==> config.mk <==
export PLATFORM = sky130hd
export DESIGN_NAME = dcs_link
export DESIGN_NICKNAME = d
export VERILOG_FILES = /design/src/rtl/dcs_pkg.sv /design/src/rtl/dcs_phase.sv /design/src/rtl/dcs_tx.sv /design/src/rtl/dcs_rx.sv /design/src/rtl/dcs_link.sv
export SDC_FILE = /design/constraint.sdc
export NUM_CORES = 1
export LEC_CHECK = 0
export BUFFER_PORTS_ARGS = -buffer_cell sky130_fd_sc_hd__buf_2
export CORE_UTILIZATION = 38
export DETAILED_ROUTE_END_ITERATION = 8
export PLACE_DENSITY = 0.64
export REMOVE_ABC_BUFFERS = 1
export SLEW_MARGIN = 20
export SYNTH_ARGS = -nofsm -noshare
export SYNTH_HDL_FRONTEND = slang
export SYNTH_SLANG_ARGS = --single-unit
==> constraint.sdc <==
create_clock -name clk -period 4.4 [get_ports clk]
set_input_delay 0.88 -clock clk [delete_from_list [all_inputs] [get_ports clk]]
set_output_delay 0.88 -clock clk [all_outputs]
set_load 0.01 [all_outputs]
==> src/rtl/dcs_pkg.sv <==
package dcs_pkg;

    typedef enum logic [1:0] {
        MODE_SINGLE  = 2'd0,
        MODE_COUPLET = 2'd1,
        MODE_SQUARE  = 2'd2,
        MODE_RSVD    = 2'd3
    } mode_e;

    typedef enum logic [2:0] {
        TX_IDLE,
        TX_SYNC_A,
        TX_SYNC_B,
        TX_TAIL,
        TX_SQ_LO,
        TX_SQ_HI
    } tx_state_e;

    typedef enum logic [1:0] {
        RX_IDLE,
        RX_PAIR,
        RX_TRAIL
    } rx_state_e;

endpackage

==> src/rtl/dcs_phase.sv <==
module dcs_phase #(
    parameter int PHASES = 10,
    parameter int PH_W   = $clog2(PHASES)
) (
    input  logic            clk,
    input  logic            rst,
    output logic [PH_W-1:0] ph,
    output logic            ph_last
);
    localparam logic [PH_W-1:0] LAST = PH_W'(PHASES - 1);

    assign ph_last = (ph == LAST);

    always_ff @(posedge clk) begin
        if (rst)          ph <= '0;
        else if (ph_last) ph <= '0;
        else              ph <= ph + 1'b1;
    end

endmodule

==> src/rtl/dcs_tx.sv <==
module dcs_tx
    import dcs_pkg::*;
#(
    parameter int PHASES  = 10,
    parameter int HI_NORM = 3,
    parameter int HI_SYNC = 7,
    parameter int SQ_LEN  = 50,
    parameter int PH_W    = $clog2(PHASES)
) (
    input  logic            clk,
    input  logic            rst,
    input  mode_e           mode,
    input  logic            req,
    input  logic [PH_W-1:0] ph,
    input  logic            ph_last,
    output logic            line
);
    localparam int SQ_W = (SQ_LEN > 1) ? $clog2(SQ_LEN) : 1;
    localparam logic [PH_W-1:0] HI_N = PH_W'(HI_NORM);
    localparam logic [PH_W-1:0] HI_S = PH_W'(HI_SYNC);
    localparam logic [SQ_W-1:0] SQ_END = SQ_W'(SQ_LEN - 1);

    tx_state_e       state_q, nxt;
    logic            pend_q;
    logic [SQ_W-1:0] sq_cnt;
    logic            want, take, sq_end, stretched, in_sq;
    logic [PH_W-1:0] hi_cur;

    assign want      = pend_q | req;
    assign sq_end    = (sq_cnt == SQ_END);
    assign in_sq     = (state_q == TX_SQ_LO) || (state_q == TX_SQ_HI);
    assign stretched = (state_q == TX_SYNC_A) || (state_q == TX_SYNC_B) ||
                       (state_q == TX_SQ_HI);
    assign hi_cur    = stretched ? HI_S : HI_N;

    // Next state: only at a period boundary, so no period is cut
    always_comb begin
        nxt  = state_q;
        take = 1'b0;
        if (ph_last) begin
            if (mode == MODE_SQUARE) begin
                unique case (state_q)
                    TX_SQ_LO: if (sq_end) nxt = TX_SQ_HI;
                    TX_SQ_HI: if (sq_end) nxt = TX_SQ_LO;
                    default:  nxt = TX_SQ_LO;
                endcase
            end else begin
                unique case (state_q)
                    TX_IDLE: begin
                        if (want) begin
                            nxt  = TX_SYNC_A;
                            take = 1'b1;
                        end
                    end
                    TX_SYNC_A: begin
                        if (mode == MODE_COUPLET) begin
                            nxt = TX_SYNC_B;
                        end else if (want) begin
                            nxt  = TX_SYNC_A;
                            take = 1'b1;
                        end else begin
                            nxt = TX_IDLE;
                        end
                    end
                    TX_SYNC_B: nxt = TX_TAIL;
                    TX_TAIL: begin
                        if (want) begin
                            nxt  = TX_SYNC_A;
                            take = 1'b1;
                        end else begin
                            nxt = TX_IDLE;
                        end
                    end
                    default: nxt = TX_IDLE;
                endcase
            end
        end
    end

    // State register
    always_ff @(posedge clk) begin
        if (rst) state_q <= TX_IDLE;
        else     state_q <= nxt;
    end

    // Outputs and per-state bookkeeping
    always_ff @(posedge clk) begin
        if (rst) begin
            line   <= 1'b0;
            pend_q <= 1'b0;
            sq_cnt <= '0;
        end else begin
            line <= (ph < hi_cur);
            if (mode == MODE_SQUARE) pend_q <= 1'b0;
            else                     pend_q <= want & ~take;
            if (ph_last) begin
                if (!in_sq || (nxt != state_q)) sq_cnt <= '0;
                else                            sq_cnt <= sq_cnt + 1'b1;
            end
        end
    end

    AST_RISE_AT_START: assert property (@(posedge clk) disable iff (rst)
        (ph == PH_W'(1)) |-> line);
    AST_LOW_BEFORE_END: assert property (@(posedge clk) disable iff (rst)
        (ph == PH_W'(PHASES - 2)) |-> !line);
    AST_NO_MIDCYCLE_SWITCH: assert property (@(posedge clk) disable iff (rst)
        (ph != '0) |-> (state_q == $past(state_q)));
    AST_SQUARE_DROPS_REQ: assert property (@(posedge clk) disable iff (rst)
        (mode == MODE_SQUARE) |=> !pend_q);

endmodule

==> src/rtl/dcs_rx.sv <==
module dcs_rx
    import dcs_pkg::*;
#(
    parameter int PHASES    = 10,
    parameter int SAMPLE_PH = 5,
    parameter int PH_W      = $clog2(PHASES)
) (
    input  logic            clk,
    input  logic            rst,
    input  mode_e           mode,
    input  logic            line_in,
    input  logic [PH_W-1:0] ph,
    input  logic            ph_last,
    output logic            sync_o,
    output logic            err_o
);
    localparam logic [PH_W-1:0] SAMP = PH_W'(SAMPLE_PH);

    rx_state_e state_q, nxt;
    logic      samp, prev_lvl, evt, err, evt_pend, err_pend;

    assign samp = (ph == SAMP);

    // Next state and per-sample decisions
    always_comb begin
        nxt = state_q;
        evt = 1'b0;
        err = 1'b0;
        if (samp) begin
            if (mode == MODE_COUPLET) begin
                unique case (state_q)
                    RX_IDLE: begin
                        if (line_in) begin
                            evt = 1'b1;
                            nxt = RX_PAIR;
                        end
                    end
                    RX_PAIR: begin
                        if (line_in) begin
                            nxt = RX_TRAIL;
                        end else begin
                            err = 1'b1;
                            nxt = RX_IDLE;
                        end
                    end
                    RX_TRAIL: begin
                        err = line_in;
                        nxt = RX_IDLE;
                    end
                    default: nxt = RX_IDLE;
                endcase
            end else begin
                nxt = RX_IDLE;
                if (mode == MODE_SQUARE) evt = line_in ^ prev_lvl;
                else                     evt = line_in;
            end
        end
    end

    // State register
    always_ff @(posedge clk) begin
        if (rst) state_q <= RX_IDLE;
        else     state_q <= nxt;
    end

    // Outputs: published for the whole period after the sample
    always_ff @(posedge clk) begin
        if (rst) begin
            prev_lvl <= 1'b0;
            evt_pend <= 1'b0;
            err_pend <= 1'b0;
            sync_o   <= 1'b0;
            err_o    <= 1'b0;
        end else begin
            if (samp) begin
                prev_lvl <= line_in;
                evt_pend <= evt;
                err_pend <= err;
            end
            if (ph_last) begin
                sync_o <= evt_pend;
                err_o  <= err_pend;
            end
        end
    end

    AST_STROBE_FRAMED: assert property (@(posedge clk) disable iff (rst)
        (ph != '0) |-> $stable(sync_o));
    AST_ERR_FRAMED: assert property (@(posedge clk) disable iff (rst)
        (ph != '0) |-> $stable(err_o));
    AST_SYNC_ERR_EXCL: assert property (@(posedge clk) disable iff (rst)
        !(sync_o && err_o));

endmodule

==> src/rtl/dcs_link.sv <==
module dcs_link
    import dcs_pkg::*;
#(
    parameter int PHASES    = 10,
    parameter int HI_NORM   = 3,
    parameter int HI_SYNC   = 7,
    parameter int SAMPLE_PH = PHASES / 2,
    parameter int SQ_LEN    = 50
) (
    input  logic       clk,
    input  logic       rst,
    input  logic [1:0] mode,
    input  logic       sync_req,
    output logic       line_out,
    input  logic       line_in,
    output logic       sync_strobe,
    output logic       pattern_err
);
    localparam int PH_W = $clog2(PHASES);

    mode_e           mode_q;
    logic [PH_W-1:0] tx_ph, rx_ph;
    logic            tx_last, rx_last;

    assign mode_q = mode_e'(mode);

    dcs_phase #(.PHASES(PHASES), .PH_W(PH_W)) u_tx_ref (
        .clk(clk), .rst(rst), .ph(tx_ph), .ph_last(tx_last)
    );

    dcs_phase #(.PHASES(PHASES), .PH_W(PH_W)) u_rx_ref (
        .clk(clk), .rst(rst), .ph(rx_ph), .ph_last(rx_last)
    );

    dcs_tx #(
        .PHASES(PHASES), .HI_NORM(HI_NORM), .HI_SYNC(HI_SYNC),
        .SQ_LEN(SQ_LEN), .PH_W(PH_W)
    ) u_tx (
        .clk(clk), .rst(rst), .mode(mode_q), .req(sync_req),
        .ph(tx_ph), .ph_last(tx_last), .line(line_out)
    );

    dcs_rx #(.PHASES(PHASES), .SAMPLE_PH(SAMPLE_PH), .PH_W(PH_W)) u_rx (
        .clk(clk), .rst(rst), .mode(mode_q), .line_in(line_in),
        .ph(rx_ph), .ph_last(rx_last), .sync_o(sync_strobe), .err_o(pattern_err)
    );

endmodule

==> flow_summary.toml <==
[die]
die_width_um = 59.5
start_util_pct = 40.5
core_area_um2 = 3100
io_pins = 9
dieHeight_um = 59.5
die_area_um2 = 3540
rows = 20

[sta]
grt_setup_unrepaired = "false"
setup_viol = 0
setup-tns-final_ns = 0
hold_viol = 0
period_needed_ns = 1.70
worst_pin_slew_ns = 0.409
relSlewSlack_pct = 72.0
slew_violations = 0
hold_ws_ns = 0.463
fmax_mhz = 590
final.setup_skew_ns = 0.00150
post-route-period-util_pct = 38.5

[global_routing]
grt_pass1_vias = 912
grt_pass1_wl_mm = 4.13
grt_overflow = 0
track_usage_pct = 15.5
antenna_found_initial = 0
grt_max_degree = 24

[layout]
syn_to_final_growth_pct = 8.57
mostFrequentLayoutCells = "dfxtp_1, nor2_1, nand2_1"
fin_area_um2 = 1360
ff_latch_area_um2 = 520
multiInputGateArea_um2 = 701
fillers = 333
fin_cells = 192
final_net_count = 162
drive_above_1_share_pct = 12.2
diodes = 0
layout_commonest_cell = "dfxtp_1"

[clocking]
clock-sinks = 26
cts_max_level = 1
clk_path_buf_depth = 2
cts_resized = 0
cts_setup_buffers = 0
hold_buffers = 0
clkLatencyLatePin_ns = 0.31
clk_pin_slew_ns = 0.14
cts_inserted_buffers = 3
clockRootBuffer = "clkbuf_4"
cts_tree = "built"

[worst_setup_path]
end_kind = "flop"
critPathRequiredTime_ns = 4.61
critPathMaxFanout = 5
arrival_ns = 1.91
startpoint_type = "input pin"
ff2ff_setup_slack_ns = 2.83
crit_type = "in2reg"

[min_path]
holdCritPathClass = "reg2reg"

[detailed_routing]
viasPerCell = 5.18
drtPass1Iterations = 4
drt_iter0_drc = 19
post-route-drc-count = 0
ant_nets = 0
wl_per_cell_um = 11.9
vias = 994
wl_mm = 2.28

[pwr]
power_frac_clock_pct = 30.1
sw_frac_of_total_pct = 23.3
max-vdd-ir-drop_mv = 0.128
seq_power_share_pct = 61.9
combPwrFrac_pct = 8.0
power_density_nw_per_um2 = 294
total_power_mw = 0.401
p_int_mw = 0.307
switching_power_mw = 0.0935
p_leak_nw = 0.512

[flow_run]
cap_violations = 0

[placed_design]
hpwl_mm = 1.62
dpl.cell_count = 188
place_congestion = 0.753
io_buffers = 8
place_area_um2 = 1330

[synth]
ys.flop_type = "dfxtp_1"
netlist_area_um2 = 1260
seq_area_frac_synth_pct = 41.4
yosysUniqueCellTypes = 39
synth_edf_count = 0
syn_area_per_cell_um2 = 8.91
yosysWarnings = 0
postSynth.asyncResetShare_pct = 0
syn_inst = 141
ys_seq_elements = 26

[outcome]
status = "completed"
-- stage by stage --
step	util [%]	setup WS (ns)
2_1_floorplan	-	2.60
4_1_cts	44.0	2.70
5_1_grt	44.0	2.58
6_report	44.0	2.70
3_5_place_dp	42.8	2.35
3_3_place_gp	42.8	2.43
-- synthesized netlist by cell type (2+ instances only) --
cell / number / share of area (%)
xor2_1: 4 / 2.8
and3b_1: 3 / 2.1
nand4_1: 4 / 2.0
ha_1: 7 / 7.0
clkbuf_1: 3 / 0.90
nor3_1: 7 / 2.8
inv_1: 3 / 0.90
a22oi_1: 2 / 1.2
mux2_2: 2 / 1.8
and3_1: 2 / 1.0
nand3b_1: 2 / 1.2
a21oi_1: 11 / 4.4
o21ai_0: 2 / 0.80
dfxtp_1: 26 / 41
mux2i_1: 3 / 2.4
nor3b_1: 2 / 1.2
nor2_1: 17 / 5.1
xnor2_1: 3 / 2.1
o21ai_1: 2 / 0.80
nand2_1: 17 / 5.1
-- sequential cells by signal (all words and copies together), names as in the netlist --
signal / count
u_rx.state_q: 2
u_rx.err_pend: 1
u_rx.evt_pend: 1
u_tx.line: 1
u_tx.sq_cnt: 6
u_tx.pend_q: 1
u_rx.err_o: 1
u_tx.state_q: 3
u_rx_ref.ph: 4
u_rx.prev_lvl: 1
u_tx_ref.ph: 4
u_rx.sync_o: 1
-- path summary, 6_finish.rpt --
kind	cells after the start	endpoint	startpoint
setup / recovery	5	u_tx.pend_q	mode[1]
hold / removal	2	u_rx.err_pend	u_rx.err_pend
setup reg to reg	4	u_tx.state_q[0]	u_tx_ref.ph[0]
hold reg to reg	2	u_rx.err_pend	u_rx.err_pend
-- critical path: stages --
cell	delay, ns
buf_2	0.13
nor2b_4	0.16
o21ai_1	0.09
mux2_2	0.27
a2111oi_1	0.37
-- final cells by class --
type | instances | area share (%)
clock buffers | 4 | 2.66
well taps | 44 | 4.04
flip-flops and latches | 26 | 38.2
repair buffers | 8 | 2.94
inverters | 3 | 0.826
multi-input cells | 107 | 51.4
-- power groups by stage --
stage	Combinational (mW)	Clock, mW	Sequential, mW
2_1_floorplan	0.0201	0	0.253
3_3_place_gp	0.0305	0	0.253
3_5_place_dp	0.0323	0	0.253
4_1_cts	0.0324	0.126	0.248
5_1_grt	0.0371	0.133	0.249
6_report	0.0319	0.121	0.248
-- routing by layer --
metal / vias up / GRT usage [%] / routed length (um)
met5: - / 0 / 0
met4: 0 / 6.98 / 26
met1: 465 / 19.9 / 1120
met3: 2 / 2.62 / 47
li1: 512 / - / -
met2: 15 / 25.5 / 1090
-- kinds of logic (layout without fill, tap and decap cells) --
| logic type | Yosys count | count (layout) | share of synthesized area [%] |
|---|---|---|---|
| multiplexers | 5 | 5 | 4.18 |
| buffers and inverters | 8 | 15 | 2.79 |
| AND/OR/NAND/NOR | 62 | 62 | 26.8 |
| adder cells (fa/ha/maj) | 7 | 7 | 6.97 |
| AO/OA/AOI/OAI | 26 | 26 | 12.9 |
| flip-flops | 26 | 26 | 41.4 |
| XOR/XNOR | 7 | 7 | 4.88 |
No activity file was read; power rests on OpenSTA's default activity.
